--- src/rtl/pio_adapter.sv ---
module pio_adapter #(
  parameter int DW = 8
) (
  input  logic          clk,
  input  logic          rst_n,
  input  logic [1:0]    sel,
  input  logic          rd,
  input  logic          wr,
  input  logic [DW-1:0] wdata,
  output logic [DW-1:0] rdata,
  input  logic [DW-1:0] pa_in,
  output logic [DW-1:0] pa_out,
  input  logic          ca1,
  input  logic          ca2_in,
  output logic          ca2_out,
  output logic          ca2_oe,
  input  logic [DW-1:0] pb_in,
  output logic [DW-1:0] pb_out,
  input  logic          cb1,
  input  logic          cb2_in,
  output logic          cb2_out,
  output logic          cb2_oe,
  output logic          irq_a,
  output logic          irq_b
);
  logic [1:0][DW-1:0] outr, ddr, pin_in;
  logic [1:0][5:0]    ctl;
  logic [1:0] f1, f2, c2o, pend, p1, p2, l1, l2;
  logic [1:0] e1, e2, rd_dat, wr_dat, wr_ddr, wr_ctl, strobe, irq;
  logic       pi;

  assign pin_in = {pb_in, pa_in};
  assign l1     = {cb1, ca1};
  assign l2     = {cb2_in, ca2_in};

  always_comb begin
    for (int i = 0; i < 2; i++) begin
      rd_dat[i] = rd && (sel == {i[0], 1'b0}) && ctl[i][2];
      wr_dat[i] = wr && (sel == {i[0], 1'b0}) && ctl[i][2];
      wr_ddr[i] = wr && (sel == {i[0], 1'b0}) && !ctl[i][2];
      wr_ctl[i] = wr && (sel == {i[0], 1'b1});
      e1[i] = (l1[i] ^ p1[i]) && (l1[i] == ctl[i][1]);
      e2[i] = (l2[i] ^ p2[i]) && (l2[i] == ctl[i][4]) && !ctl[i][5];
      strobe[i] = (i == 1) ? wr_dat[i] : rd_dat[i];
      irq[i] = (f1[i] && ctl[i][0]) || (f2[i] && ctl[i][3] && !ctl[i][5]);
    end
  end

  always_ff @(posedge clk or negedge rst_n) begin
    if (!rst_n) begin
      outr <= '0; ddr <= '0; ctl <= '0;
      f1 <= '0; f2 <= '0; c2o <= '0; pend <= '0; p1 <= '0; p2 <= '0;
    end else begin
      for (int i = 0; i < 2; i++) begin
        p1[i]   <= l1[i];
        p2[i]   <= l2[i];
        pend[i] <= 1'b0;
        if (wr_dat[i]) outr[i] <= wdata;
        if (wr_ddr[i]) ddr[i]  <= wdata;
        if (wr_ctl[i]) ctl[i]  <= wdata[5:0];
        if (e1[i])          f1[i] <= 1'b1;
        else if (rd_dat[i]) f1[i] <= 1'b0;
        if (ctl[i][5])      f2[i] <= 1'b0;
        else if (e2[i])     f2[i] <= 1'b1;
        else if (rd_dat[i]) f2[i] <= 1'b0;
        if (wr_ctl[i] && wdata[5] && wdata[4]) c2o[i] <= wdata[3];
        else if (ctl[i][5] && !ctl[i][4] && strobe[i]) begin
          c2o[i]  <= 1'b0;
          pend[i] <= ctl[i][3];
        end
        else if (pend[i]) c2o[i] <= 1'b1;
        else if (ctl[i][5] && !ctl[i][4] && !ctl[i][3] && e1[i]) c2o[i] <= 1'b1;
      end
    end
  end

  always_comb begin
    pi = sel[1];
    if (sel[0])          rdata = DW'({f1[pi], f2[pi] & ~ctl[pi][5], ctl[pi]});
    else if (ctl[pi][2]) rdata = (outr[pi] & ddr[pi]) | (pin_in[pi] & ~ddr[pi]);
    else                 rdata = ddr[pi];
  end

  assign pa_out  = outr[0] & ddr[0];
  assign pb_out  = outr[1] & ddr[1];
  assign ca2_out = c2o[0];
  assign cb2_out = c2o[1];
  assign ca2_oe  = ctl[0][5];
  assign cb2_oe  = ctl[1][5];
  assign irq_a   = irq[0];
  assign irq_b   = irq[1];

  assert_pins_hold_R3: assert property (@(posedge clk) disable iff (!rst_n)
    !wr |=> ($stable(pa_out) && $stable(pb_out)));

  assert_read_clears_R9: assert property (@(posedge clk) disable iff (!rst_n)
    (rd_dat[0] && !e1[0] && !e2[0]) |=> (!f1[0] && !f2[0] && !irq_a));

  assert_manual_level_R10: assert property (@(posedge clk) disable iff (!rst_n)
    (wr && sel == 2'd1 && wdata[5] && wdata[4]) |=> (ca2_out == $past(wdata[3])));

  assert_self_restore_R11: assert property (@(posedge clk) disable iff (!rst_n)
    ($fell(cb2_out) && cb2_oe && !ctl[1][4] && ctl[1][3] && !wr) |=> cb2_out);

  assert_out_mode_flag_R7: assert property (@(posedge clk) disable iff (!rst_n)
    ctl[1][5] |=> !f2[1]);
endmodule

--- config.mk ---
export PLATFORM = sky130hd
export DESIGN_NAME = pio_adapter
export DESIGN_NICKNAME = d
export VERILOG_FILES = /design/src/rtl/pio_adapter.sv
export SDC_FILE = /design/constraint.sdc
export NUM_CORES = 1
export LEC_CHECK = 0
export BUFFER_PORTS_ARGS = -buffer_cell sky130_fd_sc_hd__clkbuf_2
export CAP_MARGIN = 25
export CORE_MARGIN = 5
export CORE_UTILIZATION = 44
export DETAILED_ROUTE_END_ITERATION = 16
export HOLD_SLACK_MARGIN = 0.08
export PLACE_DENSITY = 0.67
export SYNTH_ARGS = -nofsm -noshare
export SYNTH_HDL_FRONTEND = slang
export SYNTH_SLANG_ARGS = --single-unit
--- constraint.sdc ---
create_clock -name clk -period 1.68 [get_ports clk]
set_input_delay 0.336 -clock clk [delete_from_list [all_inputs] [get_ports clk]]
set_output_delay 0.336 -clock clk [all_outputs]
set_load 0.02 [all_outputs]
* After elaboration in Yosys (flattened, before gate mapping)
Cells that the tools add are included.
** Cells by class
- $lt $le $gt $ge :: 1
- Reduce and logical (&&, ||, !) cells :: 53
- Bitwise gates (word level) :: 12
- Equal/unequal tests :: 7
- Muxes and demuxes :: 34
** Operators with widths (number)
- 8-bit two-way mux :: 8
- 1-bit logical AND :: 36
- 8-bit bitwise AND :: 4
- 1-bit two-way mux :: 24
- 6-bit two-way mux :: 2
- 1-bit logical NOT :: 8
- 8-bit inverter :: 1
- 8-bit OR :: 1
- 4-bit nonzero test :: 2
- 3-bit nonzero test :: 2
- 1-bit == test :: 4
- 2-bit == test, second input constant :: 2
- 2-bit nonzero test :: 2
- 1-bit bitwise XOR :: 4
- 2-bit by 1-bit == test with 1-bit output, second input constant :: 1
- 2-bit logical NOT :: 1
- 1-bit logical OR :: 2
- 1-bit by 2-bit < comparator with 1-bit output, second input constant :: 1
- 1-bit bitwise AND :: 1
- 1-bit inverter :: 1
** Word-level totals
- Output and inout port bits :: 30
- Input bits :: 34
- Register bits after elaboration :: 56
- Word-level logic and storage cells :: 122

* Depth between registers and ports, before layout
- Depth after elaboration :: 8
- Mapped depth :: 6

* Worst setup path after synthesis
No wires, ideal clock.
- Kind :: register to output
- Start :: reg ctl[8] in the netlist's numbering
- End :: out rdata[1]
- Required time :: 1.344 ns
- Buffers on the path :: 2
- Arrival :: 1.363 ns
- Stages on the path, launching flop included :: 7
- Slack :: -0.019 ns
- Path through :: dfrtp_1 -> buf_2 -> buf_2 -> a21oi_1 -> a311oi_1 -> a21oi_1 -> a21oi_1
** Between the ends
- Cells in the longest elaborated chain, start to end :: 4
** RTL lines
- start, declared :: RTL line 27 : logic [1:0][5:0] ctl;
- start signal, assigned by index :: RTL line 60 : if (wr_ctl[i]) ctl[i] <= wdata[5:0];
- 6-bit two-way mux (not written as such) (2 in a row) :: RTL line 80 : else if (ctl[pi][2]) rdata = (outr[pi] & ddr[pi]) | (pin_in[pi] & ~ddr[pi]);
- 8-bit two-way mux :: RTL line 80
- 8-bit two-way mux :: RTL line 79 : if (sel[0]) rdata = DW'({f1[pi], f2[pi] & ~ctl[pi][5], ctl[pi]});
- end, declared :: RTL line 10 : output logic [DW-1:0] rdata,
No other way between the ends. The select of a mux whose other input is x is not followed.

* Final worst setup path
- Start :: reg ctl[2] in the netlist's numbering
- End :: out rdata[7]
Same word-level chain as after synthesis.

==> results.md <==
* Crit path from: ctl[2]
* Seq/Total Area, Yosys at 49.25%
* Power per cell area at 1223 mW/mm²
* Routed vias/inst at ~5.5
* Crit path capture: rdata[7]
* I/O pin cnt at 64
* CP max FO at 5
* Register clock-pin slew on the reported worst setup and hold paths at 100 ps
* Worst setup SP type: flop
* Core ar. at 0.006314 mm²
* Min Hold Slack at around 160 ps
* Critical Path Sink Type: output port
* Routed Antenna Nets at 0
* Largest net degree at the start of global routing at 57
* Pins Over Slew Limit at 0
* CP max stage cell: dfrtp_2
* Net count after synthesis at around 300
* Clock Power Share at 16.6%
* Drt first pass iters at 4
* Fraction of layout cells with a size suffix above 1 at 48.17%
* Initial core utilization at 45.07%
* Max Freq at 0.4974 GHz
* Sink Count at 56
* Stages on the worst setup path at 7
* Path depth of the worst reg2reg path at 7
* Fillers at 530
* FF-to-FF End: ddr[7]
* Status: finished, violations left
* Vias at 2358
* Max Cap Viol at 0
* Post-Place Setup Slack at -49.57 ps
* Unique masters post-synth at 38
* Switching share of power at between 30% and 40%
* Ys Warns at 0
* Final core utilization at 60.21%
* CP Cell Sequence: buf_4 > buf_6 > a21oi_1 > a311oi_1 > a211oi_1 > a21oi_2 > buf_4
* Commonest cells after routing, fill and taps aside: dfrtp_1 (55), clkbuf_2 (55), mux2_2 (25)
* WP data required at 1340 ps
* DR iter-0 viols at 70
* GR Overflow Total at 0
* RSZ-0062 raised after global routing: true
* Synth Cell Area at 0.002845 mm²
* Crit path max-delay family: compound AO/OA/AOI/OAI gates
* Fin crit share at 119.7%
* Buf/Inv on CP at 3
* Clk_lat worst skew at 300 ps
* Net Sw Power at roughly 1700 µW
* Count of final setup violators at 14
* Antenna cell count at 0
* Initial antenna violation count at 0
* Drc violations at 0
* Pint at 2969 µW
* HPWL after detailed placement at 5281 µm
* Critical Path AT at 1670 ps
* Hold_sp: cb1
* GRT Overall Usage at 18.20%
* Tmin final at between 2000 and 2500 ps
* Fin nets at 388
* Port-buffer cells at 63
* Seq pwr share at 43.7%
* CP peak stage delay at 460 ps
* WL final at 7368 µm
* Clk root buf: clkbuf_8
* CTS tree: yes
* GP Congestion at 0.8538
* Rel. slew slack at between 70% and 80%
* CTS buffer count at 5
* First-pass GRT wire length at 12210 µm
* Final hold viol count at 0
* Post-Route Skew at 7.691 ps
* Worst r2r src: ctl[2]
* #FFs+latches synth at 56
* Critical setup path kind: flop to output port
* Vias in the first global route at 2397
* H-tree levels at 2
* Maximum buffer depth of the clock tree at 2
* Logic gate share of total power at 39.7%
* DIE AREA at 0.008175 mm²
* Layout area overhead at 33.60%
* Std cell rows at 29
* Worst setup margin at -330.4 ps
* Lkg Pwr at ~0.0018 µW
* Reg2reg setup slack at -80 ps
* Worst-margin pin slew at 418.0 ps
* WL per Instance at 17.06 µm
* Gate Count Post-Synth at 262
* Crit path top cell by count: buf_4
* Die Y at 90.42 µm
* Peak supply drop at around 0.00076 V
* Failing checks: setup timing
* Die X-Extent at between 90 and 100 µm
* HP Class: input port to flop
* Total power at 4649 µW
* Syn Area/Cell at 10.86 µm²
==> flip-flops by register name (all words and copies together), names as in the netlist <==
name and cells:
f2 2, ctl 10, c2o 2, outr 16
ddr 16, ca2_oe 1, pend 2, p2 2
cb2_oe 1, p1 2, f1 2
==> stage by stage <==
stage	std cells	setup TNS (ps)	area, µm²
after detailed placement	416	-102.7	3433
after global routing	432	-3462	3801
after CTS	430	-1906	3721
after floorplan	262	0	2860
final	432	-2647	3801
after global placement	416	-57.51	3433
==> timing repair <==
item | 4_1_cts | 5_1_grt
hold buffers | 1 | 0
pin swaps | 16 | 6
resized for setup | 36 | 18
setup buffers | 5 | 2
setup endpoints to repair | 8 | 14
hold endpoints to repair | 56 | 0
==> synthesized netlist by cell type (all sizes together) <==
| master | n | area [µm²] |
|---|---|---|
| nand4 | 2 | 12.51 |
| a22o | 2 | 17.52 |
| a32o | 1 | 10.01 |
| a221oi | 2 | 17.52 |
| buf | 9 | 60.06 |
| or2 | 1 | 6.260 |
| dfrtp | 56 | 1401 |
| o32ai | 2 | 17.52 |
| inv | 16 | 60.05 |
| nand2 | 17 | 63.81 |
| a311oi | 10 | 87.58 |
| nor2b | 4 | 25.02 |
| o31ai | 2 | 15.01 |
| nor2 | 15 | 58.81 |
| and3 | 1 | 6.260 |
| o21ai | 9 | 45.04 |
| and2 | 18 | 112.6 |
| o2111ai | 1 | 8.760 |
| o31a | 1 | 8.760 |
| nand2b | 8 | 57.55 |
| mux2i | 1 | 10.01 |
| nand3 | 3 | 15.01 |
| o311a | 1 | 10.01 |
| a211oi | 7 | 52.55 |
| a31oi | 2 | 12.51 |
| a21oi | 25 | 125.1 |
| nand4bb | 1 | 11.26 |
| nor3 | 2 | 32.53 |
| clkbuf | 3 | 11.26 |
| mux2 | 37 | 446.7 |
| a2111o | 1 | 11.26 |
| nor3b | 2 | 15.01 |
==> power groups by stage <==
| stage | clock, µW | sequential [µW] | combinational, µW |
|---|---|---|---|
| 3_5_place_dp | 0 | 2030 | 1600 |
| 3_3_place_gp | 0 | 2020 | 1580 |
| 2_1_floorplan | 0 | 1970 | 1060 |
| 4_1_cts | 791 | 2020 | 1770 |
| 6_report | 774 | 2030 | 1840 |
| 5_1_grt | 838 | 2090 | 2000 |
==> cell families after synthesis <==
kind of cell | Yosys count | synth area share (%)
flip-flops | 56 | 49.25
AO/OA/AOI/OAI | 66 | 15.44
buffers and inverters | 28 | 4.617
multiplexers | 38 | 16.05
AND/OR/NAND/NOR | 74 | 14.64
==> per-layer routing <==
layer | vias up | wire, µm | track usage (%)
li1 | 1123 | - | -
met1 | 1160 | 3388 | 24.92
met2 | 66 | 3524 | 29.51
met3 | 9 | 356 | 2.917
met4 | 0 | 98 | 5.707
met5 | - | 0 | 0
==> worst min path at each step <==
| stage | cells past startpoint | to | slack (ps) |
|---|---|---|---|
| after detailed placement | 2 | ddr[12] | 370 |
| final | 1 | p1[1] | 160 |
| after floorplan | 0 | c2o[0] | 40 |
| after global routing | 1 | p1[0] | 150 |
| after global placement | 2 | ddr[9] | 360 |
| after CTS | 1 | p1[1] | 160 |
==> final cells by class <==
type	count	area (µm²)	share of cell area (%)
inverters	16	60.06	1.580
clock inverters	2	13.76	0.3621
repair buffers	97	686.9	18.07
well taps	77	96.34	2.535
flip-flops and latches	56	1403	36.90
multi-input cells	178	1459	38.38
clock buffers	6	82.58	2.172
Power figures use the tool's default switching activity.
